## src/rtl/cbr_pkg.sv

```systemverilog
package cbr_pkg;
  localparam int unsigned XLEN = 32;
  localparam int unsigned CSEL_W = 3;

  typedef enum logic [CSEL_W-1:0] {
    SEL_NEVER  = 3'd0,
    SEL_ALWAYS = 3'd1,
    SEL_ZERO   = 3'd2,
    SEL_NZERO  = 3'd3,
    SEL_POS    = 3'd4,
    SEL_NEG    = 3'd5
  } csel_e;

  function automatic logic is_zero(input logic [XLEN-1:0] v);
    return ~(|v);
  endfunction
endpackage

```

## src/rtl/cbr_cond_eval.sv

```systemverilog
module cbr_cond_eval
  import cbr_pkg::*;
#(
  parameter int unsigned W = XLEN
) (
  input  logic [W-1:0]      val_i,
  input  logic [CSEL_W-1:0] sel_i,
  output logic              take_o
);
  logic zero_w;
  logic sign_w;
  logic [7:0] onehot_w;

  assign zero_w = ~(|val_i);
  assign sign_w = val_i[W-1];

  always_comb begin
    onehot_w = '0;
    onehot_w[sel_i] = 1'b1;
  end

  assign take_o = onehot_w[SEL_ALWAYS]
                | (onehot_w[SEL_ZERO]  &  zero_w)
                | (onehot_w[SEL_NZERO] & ~zero_w)
                | (onehot_w[SEL_POS]   & ~sign_w)
                | (onehot_w[SEL_NEG]   &  sign_w);

  always_comb begin
    a_never_r2: assert (!(sel_i == 3'd0 && take_o));
    a_spare_r5: assert (!(sel_i[2:1] == 2'b11 && take_o));
  end
endmodule

```

## src/rtl/cbr_flag.sv

```systemverilog
module cbr_flag (
  input  logic clk_i,
  input  logic rst_i,
  input  logic ld_i,
  input  logic d_i,
  output logic q_o
);
  always_ff @(posedge clk_i) begin
    if (rst_i)     q_o <= 1'b0;
    else if (ld_i) q_o <= d_i;
  end

  p_hold_r6: assert property (@(posedge clk_i) disable iff (rst_i)
    !ld_i |=> $stable(q_o));
endmodule

```

## src/rtl/cbr_pc.sv

```systemverilog
module cbr_pc
  import cbr_pkg::*;
#(
  parameter int unsigned W = XLEN
) (
  input  logic         clk_i,
  input  logic         rst_i,
  input  logic         en_i,
  input  logic [W-1:0] d_i,
  output logic [W-1:0] q_o
);
  always_ff @(posedge clk_i) begin
    if (rst_i)     q_o <= '0;
    else if (en_i) q_o <= d_i;
  end
endmodule

```

## src/rtl/cbr_unit.sv

```systemverilog
module cbr_unit
  import cbr_pkg::*;
(
  input  logic              clk_i,
  input  logic              rst_i,
  input  logic [XLEN-1:0]   bus_i,
  input  logic [CSEL_W-1:0] csel_i,
  input  logic              cond_ld_i,
  input  logic              tgt_ld_i,
  input  logic [XLEN-1:0]   tgt_i,
  output logic              flag_o,
  output logic [XLEN-1:0]   pc_o
);
  logic take_w;
  logic pc_load_w;
  logic past_valid_q;

  cbr_cond_eval #(.W(XLEN)) u_eval (
    .val_i (bus_i),
    .sel_i (csel_i),
    .take_o(take_w)
  );

  cbr_flag u_flag (
    .clk_i(clk_i),
    .rst_i(rst_i),
    .ld_i (cond_ld_i),
    .d_i  (take_w),
    .q_o  (flag_o)
  );

  assign pc_load_w = tgt_ld_i & flag_o;

  cbr_pc #(.W(XLEN)) u_pc (
    .clk_i(clk_i),
    .rst_i(rst_i),
    .en_i (pc_load_w),
    .d_i  (tgt_i),
    .q_o  (pc_o)
  );

  always_ff @(posedge clk_i) begin
    if (rst_i) past_valid_q <= 1'b0;
    else       past_valid_q <= 1'b1;
  end

  p_rst_r1: assert property (@(posedge clk_i)
    rst_i |=> (pc_o == '0 && !flag_o));
  p_load_r7: assert property (@(posedge clk_i) disable iff (rst_i)
    (tgt_ld_i && flag_o) |=> (pc_o == $past(tgt_i)));
  p_keep_r8: assert property (@(posedge clk_i) disable iff (rst_i)
    (past_valid_q && !(tgt_ld_i && flag_o)) |=> $stable(pc_o));
  p_capture_r6: assert property (@(posedge clk_i) disable iff (rst_i)
    (cond_ld_i && csel_i == 3'd1) |=> flag_o);
  p_sign_r4: assert property (@(posedge clk_i) disable iff (rst_i)
    (cond_ld_i && csel_i == 3'd5) |=> (flag_o == $past(bus_i[XLEN-1])));
  p_zero_r3: assert property (@(posedge clk_i) disable iff (rst_i)
    (cond_ld_i && csel_i == 3'd2) |=> (flag_o == ($past(bus_i) == '0)));
endmodule

```

## config.mk

```make
export PLATFORM = sky130hd
export DESIGN_NAME = cbr_unit
export DESIGN_NICKNAME = d
export VERILOG_FILES = /design/src/rtl/cbr_pkg.sv /design/src/rtl/cbr_cond_eval.sv /design/src/rtl/cbr_flag.sv /design/src/rtl/cbr_pc.sv /design/src/rtl/cbr_unit.sv
export SDC_FILE = /design/constraint.sdc
export NUM_CORES = 1
export LEC_CHECK = 0
export CORE_MARGIN = 8
export CORE_UTILIZATION = 33
export DETAILED_ROUTE_END_ITERATION = 8
export GPL_ROUTABILITY_DRIVEN = 0
export PLACE_DENSITY = 0.8
export SLEW_MARGIN = 20
export SYNTH_ARGS = -nofsm -noshare
export SYNTH_HDL_FRONTEND = slang
export SYNTH_HIERARCHICAL = 1
export SYNTH_SLANG_ARGS = --single-unit
export TNS_END_PERCENT = 30
```

## constraint.sdc

```tcl
create_clock -name clk_i -period 1.67 [get_ports clk_i]
set_input_delay 0.2505 -clock clk_i [delete_from_list [all_inputs] [get_ports clk_i]]
set_output_delay 0.2505 -clock clk_i [all_outputs]
set_load 0.02 [all_outputs]
```

## Yosys cells after proc, flatten, opt, wreduce, memory -nomap -nowiden

Index checks and enable logic that the tools add are counted.

| operators by class | value |
|---|---|
| magnitude comparators | 2 |
| muxes and demuxes | 2 |
| bitwise gates (word level) | 11 |
| reductions and logical operators | 2 |

Operators by type and width:

| cell | number |
|---|---|
| OR reduction 32 bit | 1 |
| bitwise AND 1 bit | 5 |
| < comparator 3 x 4 -> 1 bit (second input constant) | 1 |
| OR 1 bit | 4 |
| demux 1 bit (select 3 bit) | 1 |
| greater-or-equal comparator 3 x 1 -> 1 bit (second input constant) | 1 |
| NOT 1 bit | 2 |
| logical AND 1 bit | 1 |
| 2-to-1 mux 1 bit | 1 |

| word-level totals | value |
|---|---|
| bits in registers | 33 |
| bits of input ports | 71 |
| output and inout bits | 33 |
| word-level logic and storage cells | 19 |

## Depth between registers and ports, before layout

| depth | value |
|---|---|
| depth after elaboration | 9 |
| depth in mapped cells | 6 |
| mapped depth without buffers | 6 |

## Hierarchy

The synthesis kept the hierarchy.

By module, submodules not included:

| module | times used | cells an instance | area each (um2) | sequential area each (um2) |
|---|---|---|---|---|
| cbr_pc | 1 | 103 | 1163.6 | 640.6 |
| cbr_cond_eval | 1 | 20 | 127.6 | 0.0 |
| cbr_flag | 1 | 3 | 33.8 | 20.0 |
| cbr_unit | 1 | 1 | 6.3 | 0.0 |

## Least setup slack after synthesis

No wires, ideal clock.

| timing | value |
|---|---|
| path kind | input to register |
| start | input bus_i[0] |
| end | register u_flag.q_o |
| setup time | 64 ps |
| data arrival time | 1348 ps |
| data required time | 1606 ps |
| setup slack | 257 ps |
| stages on the path | 6 |
| path buffers | 0 |
| cell sequence | nor4_1 > nand4_1 > or4b_1 > nand3_1 > mux2i_1 > nor2_1 |

| between the ends | value |
|---|---|
| word-level cells in the longest chain between the ends | 7 |
| elaborated cells on any way between the ends | 8 |
| those cells by class | 7 x bitwise; 1 x reduce/logical |

RTL lines:

| element | RTL line | RTL |
|---|---|---|
| from (decl) | cbr_unit.sv:6 | `input logic [XLEN-1:0] bus_i,` |
| OR reduction 32 bit * | cbr_cond_eval.sv:14 | `assign zero_w = ~(\|val_i);` |
| NOT 1 bit | cbr_cond_eval.sv:14 |  |
| bitwise AND 1 bit | cbr_cond_eval.sv:23 | `\| (onehot_w[SEL_ZERO] & zero_w)` |
| OR 1 bit | cbr_cond_eval.sv:23 |  |
| OR 1 bit * | cbr_cond_eval.sv:24 | `\| (onehot_w[SEL_NZERO] & ~zero_w)` |
| OR 1 bit * | cbr_cond_eval.sv:25 | `\| (onehot_w[SEL_POS] & ~sign_w)` |
| OR 1 bit * | cbr_cond_eval.sv:26 | `\| (onehot_w[SEL_NEG] & sign_w);` |
| net take_w | cbr_unit.sv:14 | `logic take_w;` |
| to (signal assigned) | cbr_flag.sv:10 | `else if (ld_i) q_o <= d_i;` |
| to (decl) | cbr_flag.sv:6 | `output logic q_o` |

Mark *: on every way through the listed nets, which the timed path passes. The rest lies on a longest branch.
A chain may end at the register's enable or synchronous reset.

## Worst setup path in the final report

| timing | value |
|---|---|
| start | input bus_i[22] |
| end | register u_flag.q_o |

Same word-level chain as after synthesis.

==> summary.txt <==
Run status
  – Outcome: completed

Logic synthesis
  – Distinct cells, synth: 19
  – Post-synth top area share: about half
  – Register bit count reported by yosys: 33
  – Post-Synthesis Cells: 127
  – Mapped Area: 1330 um^2
  – Largest cells by area after synthesis: dfxtp_1, mux2i_1, nor2_1
  – Synth area leader: dfxtp_1
  – Synth Warn #: 6
  – Syn nets: 198
  – Avg Synthesized Cell Area: 10.5 um^2
  – Seq/Total Area, Yosys: between 40% and 50%

Routing
  – Drt pass-1 iters: 4
  – Drt wl/cell: 14.2 um
  – Drt total wl: 4040 um
  – Via density: ~4.6
  – Vias: 1,307
  – DRT iter0 DRCs: 45
  – Post-route ant nets: 0
  – # DRC: 0

Finish
  – # nets final: ~310
  – Layout cell share with drive strength beyond 1: slightly above 7%
  – Antenna diodes: 0
  – Final Core Density: 64.2%
  – Most common cell after layout, fill and taps aside: clkdlybuf4s50_1
  – Synth-to-Final Area Change: 90.1%
  – Non-filler instance count after layout: 285
  – Most frequent cells in the layout: clkdlybuf4s50_1, nor2_1, mux2i_1, dfxtp_1, clkbuf_8

Timing
  – Worst Max-Slew Pin Slew: around 0.25 ns
  – Skew final: 0.00346 ns
  – Final setup fails: 0
  – Fin crit share: 94.4%
  – Clock period minus worst slack: 1.58 ns
  – Slew Limit Fails: 0
  – Hold Fails Final Rpt: 0
  – RSZ-0062 raised after global routing: false
  – Worst setup margin: 0.0931 ns
  – Achievable Freq: 634 MHz
  – Slew headroom: 83.1%

Critical path
  – Slowest cell on crit path: or4b_1
  – Crit path capture type: flop
  – Reg2reg setup slack: roughly 0.52 ns
  – Worst path max stage delay: 0.51 ns
  – Crit path required time: 1.89 ns
  – CP Cell Sequence: clkdlybuf4s50_1 > nor4b_2 > nand4_1 > or4b_1 > nand3_1 > mux2i_1 > nor2_1
  – R2R cell count: 4
  – Startpoint types: primary input
  – Kind of critical path: in -> reg
  – Crit path DAT: 1.79 ns
  – Peak fanout along the critical path: 2

Clocking
  – Worst skew pair latency: 0.27 ns
  – Clock slew at reported path FFs: approximately 0.060 ns
  – Max Buffers Root-to-Sink: 2
  – CTS Buf Count: 5
  – H-tree levels: 2
  – CTS tree: yes
  – CTS sink cnt: 33
  – Clock root buffer: clkbuf_8

Placement
  – Port Buf Inserts: 103
  – Pre-CTS setup slack: -0.269 ns
  – Cells after DPL: 277

GRT
  – Vias in the first global route: 1,379
  – Initial antenna violation count: 0
  – Total track usage: between 10% and 20%
  – Final global-route overflow total: 0
  – First-pass GRT wire length: 6330 um
  – Pin count of the biggest net entering global routing: 34

Pwr
  – Gate power share: approximately 20%
  – Leak Pwr: between 0.9 and 1 nW
  – Internal power: 1.43 mW
  – Seq pwr share: 45.1%
  – IR drop worst, VDD: about 0.36 mV
  – Clock power frac: 34.8%
  – Sw Share: about 22%
  – Pwr dens: 726 nW/um^2
  – Switching pwr: 0.409 mW
  – Tot Pwr: about 1.8 mW

Hold path
  – Hold Path Cell Cnt: 2
  – HP Class: reg -> reg

Floorplanning
  – Initial Util: approximately 34%
  – Die ar.: 6320 um^2
  – Chip width: around 80 um
  – Number of I/O pins: 104
  – Core Box Area: 3940 um^2
  – Die Y: a little under 80 um
  – Core Rows: 23

Flow run
  – Max_cap viols: 0
==> synth_stat cells <==
| cell | n |
|---|---|
| nor2b_1 | 1 |
| a21oi_1 | 1 |
| a2bb2oi_1 | 1 |
| nor2_1 | 35 |
| buf_12 | 3 |
| nor4b_2 | 1 |
| dfxtp_1 | 33 |
| o21ai_0 | 1 |
| nand2_1 | 1 |
| clkbuf_1 | 3 |
| nand4_1 | 1 |
| or4b_1 | 1 |
| nor3b_1 | 1 |
| nor4_1 | 6 |
| and2_1 | 1 |
| nand3_1 | 2 |
| mux2i_1 | 33 |
| nor3_1 | 1 |
| buf_6 | 1 |
==> metal layers <==
metal / share of wire, % / GRT usage (%) / vias up
met2: 44 / 19.1 / 72
li1: - / - / 649
met5: 0 / 0 / -
met3: 9.8 / 5.18 / 6
met1: 43 / 14.6 / 580
met4: 2.4 / 7.04 / 0
==> flip-flops by register name, summed over array words and instances, names as in the netlist <==
register / count
u_flag/q_o: 1
u_pc/q_o: 32
==> timing repair <==
action                                  4_1_cts  5_1_grt
resized for setup                             0        8
hold buffers                                  0        0
endpoints found under the setup margin        0        1
setup buffers                                 0        0
==> critical path: cells and delay by family <==
kind | cells | cell delay, ns
and+or+nand+nor | 5 | 1.06
buffers and inverters | 1 | 0.42
muxes | 1 | 0.07
==> power by group through the flow <==
stage	registers (mW)	clock network [mW]	logic (mW)
after floorplan	0.881	0	0.0998
after global placement	0.845	0	0.366
after detailed placement	0.846	0	0.371
after CTS	0.829	0.664	0.372
after global routing	0.832	0.702	0.393
final	0.829	0.639	0.370
==> kinds of logic (layout without fill, tap and decap cells) <==
kind of cell | Yosys count | in the layout | share of synthesized area [%]
simple gates | 51 | 51 | 18.0
mux | 33 | 33 | 24.8
flops | 33 | 33 | 49.6
buf+inv | 7 | 115 | 6.20
compound gates | 3 | 3 | 1.41
==> layout make-up <==
cell class                      count  area (um^2)
Timing Repair Buffer              107         1100
Fill cell                         329         1410
Clock inverter                      1         5.00
Tap cell                           50         62.6
Sequential cell                    33          661
Multi-Input combinational cell     87          608
Clock buffer                        7         96.3
==> worst paths after layout <==
| path | start | to |
|---|---|---|
| max | bus_i[22] | u_flag/q_o$_SDFFE_PP0P_ |
| min | u_pc/q_o[4]$_SDFFE_PP0P_ | u_pc/q_o[4]$_SDFFE_PP0P_ |
| max reg2reg | u_flag/q_o$_SDFFE_PP0P_ | u_pc/q_o[1]$_SDFFE_PP0P_ |
| min reg2reg | u_pc/q_o[4]$_SDFFE_PP0P_ | u_pc/q_o[4]$_SDFFE_PP0P_ |
==> stage by stage <==
step	cell area (um^2)	TNS [ns]	hold WS (ns)
global route	2530	0	0.514
floorplan	1330	0	0.323
finish	2530	0	0.491
detailed placement	2400	-0.269	0.483
CTS	2500	0	0.498
global placement	2400	-0.216	0.471
Power figures use the tool's default switching activity.
